**src/rtl/snd_pkg.sv**
```systemverilog
`timescale 1ns/1ps
package snd_pkg;

   typedef struct packed {
      logic       pd;
      logic [1:0] rate;
      logic       stereo;
      logic       en;
   } ctrl_t;

   localparam logic [2:0] ADDR_CTRL = 3'd0;
   localparam logic [2:0] ADDR_DATA = 3'd1;
   localparam logic [2:0] ADDR_STAT = 3'd2;

   function automatic longint unsigned rate_hz(input int idx);
      case (idx)
         0:       return 64'd44100;
         1:       return 64'd22050;
         2:       return 64'd11025;
         default: return 64'd8000;
      endcase
   endfunction

   // rounded per-clock phase step for the selected rate
   function automatic longint unsigned phase_inc(input longint unsigned clk_hz,
                                                 input int idx, input int acc_w);
      return ((rate_hz(idx) << acc_w) + clk_hz / 2) / clk_hz;
   endfunction

endpackage

```
**src/rtl/snd_regs.sv**
```systemverilog
`timescale 1ns/1ps
module snd_regs
   import snd_pkg::*;
#(
   parameter int DATA_W = 32,
   parameter int ADDR_W = 3
) (
   input  logic              clk,
   input  logic              rst_n,
   input  logic              sel,
   input  logic              dma_sel,
   input  logic              strobe,
   input  logic              write,
   input  logic [ADDR_W-1:0] addr,
   input  logic [DATA_W-1:0] wdata,
   input  logic              req,
   input  logic              unr_set,
   output ctrl_t             ctrl_q,
   output logic [DATA_W-1:0] data_q,
   output logic              data_wr,
   output logic              unr_q,
   output logic [DATA_W-1:0] rdata,
   output logic              oe
);
   localparam int CTRL_W = $bits(ctrl_t);

   logic wr_any, cpu_wr, ctrl_wr, unr_clr;

   assign wr_any  = strobe & write;
   assign cpu_wr  = wr_any & sel & ~dma_sel;
   assign data_wr = wr_any & (dma_sel | (sel & (addr == ADDR_W'(ADDR_DATA))));
   assign ctrl_wr = cpu_wr & (addr == ADDR_W'(ADDR_CTRL));
   assign unr_clr = cpu_wr & (addr == ADDR_W'(ADDR_STAT)) & wdata[1];

   always_ff @(posedge clk or negedge rst_n) begin
      if (!rst_n) begin
         ctrl_q <= '0;
         data_q <= '0;
         unr_q  <= 1'b0;
      end else begin
         if (ctrl_wr) ctrl_q <= ctrl_t'(wdata[CTRL_W-1:0]);
         if (data_wr) data_q <= wdata;
         if (unr_set)      unr_q <= 1'b1;
         else if (unr_clr) unr_q <= 1'b0;
      end
   end

   assign oe = sel & ~write;

   always_comb begin
      rdata = '0;
      case (addr)
         ADDR_W'(ADDR_CTRL): rdata[CTRL_W-1:0] = ctrl_q;
         ADDR_W'(ADDR_DATA): rdata = data_q;
         ADDR_W'(ADDR_STAT): rdata[1:0] = {unr_q, req};
         default:            rdata = '0;
      endcase
   end
endmodule

```
**src/rtl/snd_pacer.sv**
```systemverilog
`timescale 1ns/1ps
module snd_pacer
   import snd_pkg::*;
#(
   parameter int unsigned CLK_HZ = 3686400,
   parameter int          ACC_W  = 24,
   parameter int          N_RATE = 4
) (
   input  logic       clk,
   input  logic       rst_n,
   input  logic       en,
   input  logic [1:0] rate,
   output logic       tick
);
   logic [ACC_W-1:0] inc_tab [N_RATE];
   logic [ACC_W-1:0] phase_q;
   logic [ACC_W:0]   sum;

   generate
      if (ACC_W < 8 || ACC_W > 30) begin : g_bad_acc
         $error("snd_pacer: ACC_W out of range");
      end
      for (genvar g = 0; g < N_RATE; g++) begin : g_inc
         localparam longint unsigned STEP = phase_inc(CLK_HZ, g, ACC_W);
         if (STEP == 0 || STEP >= (longint'(1) << ACC_W)) begin : g_bad_step
            $error("snd_pacer: rate step does not fit the accumulator");
         end
         assign inc_tab[g] = ACC_W'(STEP);
      end
   endgenerate

   assign sum = {1'b0, phase_q} + {1'b0, inc_tab[rate]};

   always_ff @(posedge clk or negedge rst_n) begin
      if (!rst_n) begin
         phase_q <= '0;
         tick    <= 1'b0;
      end else if (!en) begin
         phase_q <= '0;
         tick    <= 1'b0;
      end else begin
         phase_q <= sum[ACC_W-1:0];
         tick    <= sum[ACC_W];
      end
   end
endmodule

```
**src/rtl/snd_serial.sv**
```systemverilog
`timescale 1ns/1ps
module snd_serial #(
   parameter int BYTE_CYCLES = 4,
   parameter int DATA_W      = 32
) (
   input  logic              clk,
   input  logic              rst_n,
   input  logic              en,
   input  logic              stereo,
   input  logic              tick,
   input  logic [DATA_W-1:0] word,
   input  logic              data_wr,
   output logic              req,
   output logic              starve,
   output logic              conv_clk,
   output logic [7:0]        dac_byte,
   output logic              left_rdy,
   output logic              right_rdy
);
   localparam int SLOT   = 2 * BYTE_CYCLES;
   localparam int CW     = $clog2(SLOT);
   localparam int SAMP_W = 16;

   logic              busy, chan, rep;
   logic [CW-1:0]     cnt;
   logic [1:0]        pos;
   logic [SAMP_W-1:0] samp, last;
   logic [7:0]        hold;
   logic              slot_end, start_right, need_word, req_rise;
   logic [SAMP_W-1:0] mono_samp;

   generate
      if (BYTE_CYCLES < 1) begin : g_bad_bc
         $error("snd_serial: BYTE_CYCLES must be positive");
      end
      if (DATA_W != 32) begin : g_bad_dw
         $error("snd_serial: word must be 32 bits");
      end
   endgenerate

   assign slot_end    = busy && (cnt == CW'(SLOT - 1));
   assign start_right = slot_end && stereo && !chan;
   assign need_word   = stereo || (pos == 2'd0);
   assign starve      = en && tick && need_word && req;
   assign req_rise    = (tick && !starve && !stereo && pos == 2'd2) ||
                        (start_right && !rep);

   always_comb begin
      case (pos)
         2'd0:    mono_samp = {word[7:0],   8'h00};
         2'd1:    mono_samp = {word[15:8],  8'h00};
         2'd2:    mono_samp = {word[23:16], 8'h00};
         default: mono_samp = {hold,        8'h00};
      endcase
   end

   always_ff @(posedge clk or negedge rst_n) begin
      if (!rst_n) begin
         busy <= 1'b0; chan <= 1'b0; rep <= 1'b0; cnt <= '0; pos <= '0;
         samp <= '0;   last <= '0;   hold <= '0; req <= 1'b0;
      end else if (!en) begin
         busy <= 1'b0; chan <= 1'b0; rep <= 1'b0; cnt <= '0; pos <= '0;
         samp <= '0;   last <= '0;   req <= 1'b0;
      end else begin
         if (tick) begin
            busy <= 1'b1;
            cnt  <= '0;
            chan <= 1'b0;
            rep  <= starve;
            if (starve) begin
               samp <= last;
            end else if (stereo) begin
               samp <= word[15:0];
               last <= word[15:0];
            end else begin
               samp <= mono_samp;
               last <= mono_samp;
               pos  <= pos + 2'd1;
               if (pos == 2'd2) hold <= word[31:24];
            end
         end else if (start_right) begin
            chan <= 1'b1;
            cnt  <= '0;
            if (!rep) begin
               samp <= word[31:16];
               last <= word[31:16];
            end
         end else if (slot_end) begin
            busy <= 1'b0;
            cnt  <= '0;
         end else if (busy) begin
            cnt <= cnt + 1'b1;
         end
         if (data_wr)       req <= 1'b0;
         else if (req_rise) req <= 1'b1;
      end
   end

   assign conv_clk  = busy && (cnt < CW'(BYTE_CYCLES));
   assign dac_byte  = !busy ? 8'h00 : (conv_clk ? samp[15:8] : samp[7:0]);
   assign left_rdy  = busy && !conv_clk && !chan;
   assign right_rdy = busy && !conv_clk && chan;
endmodule

```
**src/rtl/snd_dac_stream.sv**
```systemverilog
`timescale 1ns/1ps
module snd_dac_stream
   import snd_pkg::*;
#(
   parameter int unsigned CLK_HZ      = 3686400,
   parameter int          ACC_W       = 24,
   parameter int          BYTE_CYCLES = 4
) (
   input  logic        clk,
   input  logic        rst_n,
   input  logic        bus_sel,
   input  logic        bus_dma_sel,
   input  logic        bus_strobe,
   input  logic        bus_write,
   input  logic [2:0]  bus_addr,
   input  logic [31:0] bus_wdata,
   output logic [31:0] bus_rdata,
   output logic        bus_oe,
   output logic        dma_req,
   output logic        irq,
   output logic [7:0]  dac_byte,
   output logic        conv_clk,
   output logic        left_ready,
   output logic        right_ready,
   output logic        dac_pwrdn
);
   localparam int              DATA_W     = 32;
   localparam int              ADDR_W     = 3;
   localparam longint unsigned FAST_STEP  = phase_inc(CLK_HZ, 0, ACC_W);
   localparam longint unsigned MIN_PERIOD = (longint'(1) << ACC_W) / FAST_STEP;

   generate
      if (4 * BYTE_CYCLES >= MIN_PERIOD) begin : g_bad_frame
         $error("snd_dac_stream: a stereo frame outlasts the fastest sample period");
      end
   endgenerate

   ctrl_t              ctrl_q;
   logic [DATA_W-1:0]  data_q;
   logic               data_wr, unr_flag, req, starve, tick, ctrl_en;

   assign ctrl_en = ctrl_q.en;

   snd_regs #(.DATA_W(DATA_W), .ADDR_W(ADDR_W)) regs_i (
      .clk(clk), .rst_n(rst_n), .sel(bus_sel), .dma_sel(bus_dma_sel),
      .strobe(bus_strobe), .write(bus_write), .addr(bus_addr), .wdata(bus_wdata),
      .req(req), .unr_set(starve), .ctrl_q(ctrl_q), .data_q(data_q),
      .data_wr(data_wr), .unr_q(unr_flag), .rdata(bus_rdata), .oe(bus_oe)
   );

   snd_pacer #(.CLK_HZ(CLK_HZ), .ACC_W(ACC_W), .N_RATE(4)) pacer_i (
      .clk(clk), .rst_n(rst_n), .en(ctrl_q.en), .rate(ctrl_q.rate), .tick(tick)
   );

   snd_serial #(.BYTE_CYCLES(BYTE_CYCLES), .DATA_W(DATA_W)) serial_i (
      .clk(clk), .rst_n(rst_n), .en(ctrl_q.en), .stereo(ctrl_q.stereo),
      .tick(tick), .word(data_q), .data_wr(data_wr), .req(req), .starve(starve),
      .conv_clk(conv_clk), .dac_byte(dac_byte), .left_rdy(left_ready),
      .right_rdy(right_ready)
   );

   assign dma_req   = req;
   assign irq       = req;
   assign dac_pwrdn = ctrl_q.pd;
endmodule

```
**config.mk**
```make
export PLATFORM = sky130hd
export DESIGN_NAME = snd_dac_stream
export DESIGN_NICKNAME = d
export VERILOG_FILES = /design/src/rtl/snd_pkg.sv /design/src/rtl/snd_regs.sv /design/src/rtl/snd_pacer.sv /design/src/rtl/snd_serial.sv /design/src/rtl/snd_dac_stream.sv
export SDC_FILE = /design/constraint.sdc
export NUM_CORES = 1
export LEC_CHECK = 0
export BUFFER_PORTS_ARGS = -buffer_cell sky130_fd_sc_hd__buf_2
export CORE_UTILIZATION = 40
export CTS_BUF_LIST = sky130_fd_sc_hd__clkbuf_2
export CTS_CLUSTER_SIZE = 16
export DETAILED_ROUTE_END_ITERATION = 8
export PLACE_DENSITY = 0.61
export REMOVE_ABC_BUFFERS = 1
export SYNTH_ARGS = -nofsm -noshare
export SYNTH_HDL_FRONTEND = slang
export SYNTH_SLANG_ARGS = --single-unit
```
**constraint.sdc**
```tcl
create_clock -name clk -period 2.5 [get_ports clk]
set_input_delay 0.25 -clock clk [delete_from_list [all_inputs] [get_ports clk]]
set_output_delay 0.25 -clock clk [all_outputs]
set_load 0.02 [all_outputs]
```
==> flow_summary_export.csv <==
group,metric,value,unit
timing,final_hold_viol_count,0,
routing,wirelength,13600,um
clock_tree,cts_tree,"built",
power_and_ir_drop,p_per_area,734.1,nW/um2
placed_design,hpwl,9353,um
synth,syn_inst,542,
floorplan,rows,41,
timing,fmax,0.4187,GHz
finish,seqCellArea,2404,um2
synth,syn-cell-area,5368,um2
routing,routed_via_density,5.309,
synth,synthFlopType,"dfrtp_1",
global_routing,track_usage,20.63,%
synth,synth_top_area_share,44.76,%
timing,drv_slew,0,
hold_path,worstHoldPathType,"input port to flop",
routing,first_pass_iters,5,
floorplan,start_util,41.69,%
timing,fin_skew,27.65,ps
critical_path,ff2ff_path_depth,8,
global_routing,grt_max_degree,67,
clock_tree,htree_levels,3,
synth,synthTopCellsByArea,"dfrtp_1 45%, mux2_2 8.8%, and2_1 3.7%",
routing,vias,4444,
global_routing,grt_overflow_total,0,
synth,synth_cell_types,62,
clock_tree,clkTransAtPathRegs,260,ps
finish,fin_area,6530,um2
critical_path,regToRegStartpoint,"regs_i.ctrl_q[3]",
floorplan,fp.dieH,117.8,um
timing,relSlewSlack,42.74,%
floorplan,core,12880,um2
timing,worst_pin_slew,858.9,ps
critical_path,cp.required,3030,ps
floorplan,die_w,117.8,um
critical_path,cp-endpoint,"pacer_i.phase_q[20]",
critical_path,worstReg2RegEnd,"pacer_i.phase_q[20]",
routing,drc_errors,0,
run,maxCapViolations,0,
synth,yosysSeqAreaShare,44.76,%
critical_path,cp.depth,8,
finish,nets,715,
power_and_ir_drop,p_leak,3.072,nW
global_routing,grt_pass1_wl,22470,um
synth,synth_edf_count,0,
critical_path,startpoint_type,"flop",
floorplan,pin_count,88,
clock_tree,root_buffer,"clkbuf_2",
synth,yosysMostFrequentCell,"dfrtp_1",
finish,area_delta_synth_final,21.65,%
routing,postRouteAntennaNets,0,
critical_path,crit_top_cell,"a21oi_4",
global_routing,grt_pass1_vias,4386,
placed_design,gp_congestion,0.8471,
clock_tree,cts.sinks,96,
critical_path,r2r_slack,110,ps
synth,synth_largest_area_cell,"dfrtp_1",
finish,multi_input_area,2798,um2
clock_tree,clock_latency,610,ps
critical_path,crit_type,"flop to flop",
critical_path,crit_fanout,8,
finish,fillers,1189,
timing,hold-worst-slack,70.82,ps
critical_path,crit_chain,"or2_2, inv_1, ha_4, a21oi_4, or3b_4, a21oi_4, o21ai_2, a22o_1",
synth,synthTopCellsByCount,"96 x dfrtp_1, 53 x nand2_1, 42 x mux2_2",
routing,drt-initial-drc-count,261,
clock_tree,cts_buffer_depth,2,
synth,ys_ff_latch,96,
finish,layout-drive-gt1-share,27.71,%
synth,yosys_warnings,0,
placed_design,portBuffers,87,
timing,finalCritPeriodShare,95.53,%
synth,syn-mean-instance-area,9.903,um2
critical_path,worstSetupEndpointType,"flop",
critical_path,arrival,2920,ps
timing,min_period,2388,ps
timing,setup_viol,0,
global_routing,antenna_found_initial,1,
critical_path,worst_path_largest_cell_delay,520,ps
routing,routedWlPerCell,16.24,um
critical_path,path_buf_inv,1,
power_and_ir_drop,ir_worst_vdd,0.0003035,V
critical_path,cp_top_family,"simple AND/OR/NAND/NOR gates",
floorplan,die-area,13890,um2
critical_path,critical_path.slowest_cell,"dfrtp_2",
synth,async_flop_share,100.0,%
placed_design,placedInstanceArea,5984,um2
critical_path,startpoint,"regs_i.ctrl_q[3]",
outcome,status,"finished clean",
clock_tree,cts_buffers,9,
## worst min-delay path by stage
stage / endpoint / cells past startpoint / from / slack (ps)
global route: regs_i.unr_q / 4 / bus_strobe / 20
detailed placement: pacer_i.phase_q[15] / 1 / rst_n / 420
floorplan: pacer_i.phase_q[0] / 0 / rst_n / -50
global placement: pacer_i.phase_q[17] / 1 / rst_n / 420
CTS: regs_i.unr_q / 4 / bus_strobe / 20
finish: regs_i.unr_q / 4 / bus_strobe / 70
## power breakdown
group | internal, mW | total, mW | switching (mW) | leakage (nW)
sequential | 1.91 | 2.24 | 0.326 | 1.21
combinational | 0.824 | 1.76 | 0.935 | 1.79
clock | 0.233 | 0.797 | 0.564 | 0.0717
total | 2.97 | 4.79 | 1.82 | 3.07
## cells in the final DEF, fill, tap and decap left out, types with 11 or more instances in the layout
cell type       n
nand3_1        13
mux2i_1        18
nand2_1        53
o21ai_0        35
buf_4          17
dfrtp_1        95
buf_2          86
nor2b_1        11
mux2_2         42
inv_1          13
ha_1           13
and2_1         32
dlygate4sd3_1  37
nor2_1         35
a21oi_1        13
## worst register-to-register path: stages, from the launching register on
cell and delay (ps):
dfrtp_2 520, or2_2 350, inv_1 130, ha_4 250, a21oi_4 160, or3b_4 410
a21oi_4 220, o21ai_2 80, a22o_1 220
## sequential cells by signal, summed over array words and instances (netlist names)
register	count
regs_i.unr_q	1
pacer_i.tick	1
serial_i.chan	1
regs_i.ctrl_q	5
serial_i.cnt	3
serial_i.busy	1
serial_i.last	16
regs_i.data_q	32
serial_i.pos	2
serial_i.req	1
serial_i.hold	8
pacer_i.phase_q	24
serial_i.rep	1
## final cells by class
class                   count  share of cell area (%)
diodes                      1                 0.03832
clock buffers               9                  0.6898
clock inverters             7                   1.054
inverters                  13                  0.7473
multi-input cells         398                   42.84
flip-flops and latches     96                   36.81
well taps                 172                   3.296
repair buffers            141                   14.52
## routing by layer
layer	routed length [um]	vias up	part of all wire [%]	GRT usage (%)
li1	-	2146	-	-
met1	6442	2168	47	28.51
met2	6352	111	47	31.99
met3	485	19	3.6	3.585
met4	314	0	2.3	8.253
met5	0	-	0	0
## what timing repair did
action	4_1_cts	5_1_grt
endpoints found under the hold margin	103	0
endpoints found under the setup margin	0	10
gates resized for setup	0	9
hold buffers	37	0
buffers inserted	0	2
## metrics by stage
step | utilization, % | instances | TNS (ps) | power (mW) | worst slack, ps
finish | 50.71 | 837 | 0 | 4.794 | 111.8
global placement | 46.48 | 781 | 0 | 3.854 | 115.4
global route | 50.71 | 837 | -7.959 | 5.154 | -7.959
floorplan | - | 507 | 0 | 3.378 | 176.5
CTS | 50.24 | 834 | 0 | 4.743 | 13.88
detailed placement | 46.48 | 781 | 0 | 3.896 | 19.70
## cell families after synthesis
group,count (synthesis),share of synthesized area [%]
DFF,96,44.76
muxes,60,12.17
and+or+nand+nor,190,18.30
buffers and inverters,48,3.916
xor gates and xnor gates,17,2.774
adders and majority gates,15,3.497
AOI/OAI and AO/OA,116,14.59
Note: power is estimated with default switching activity, not from simulation.
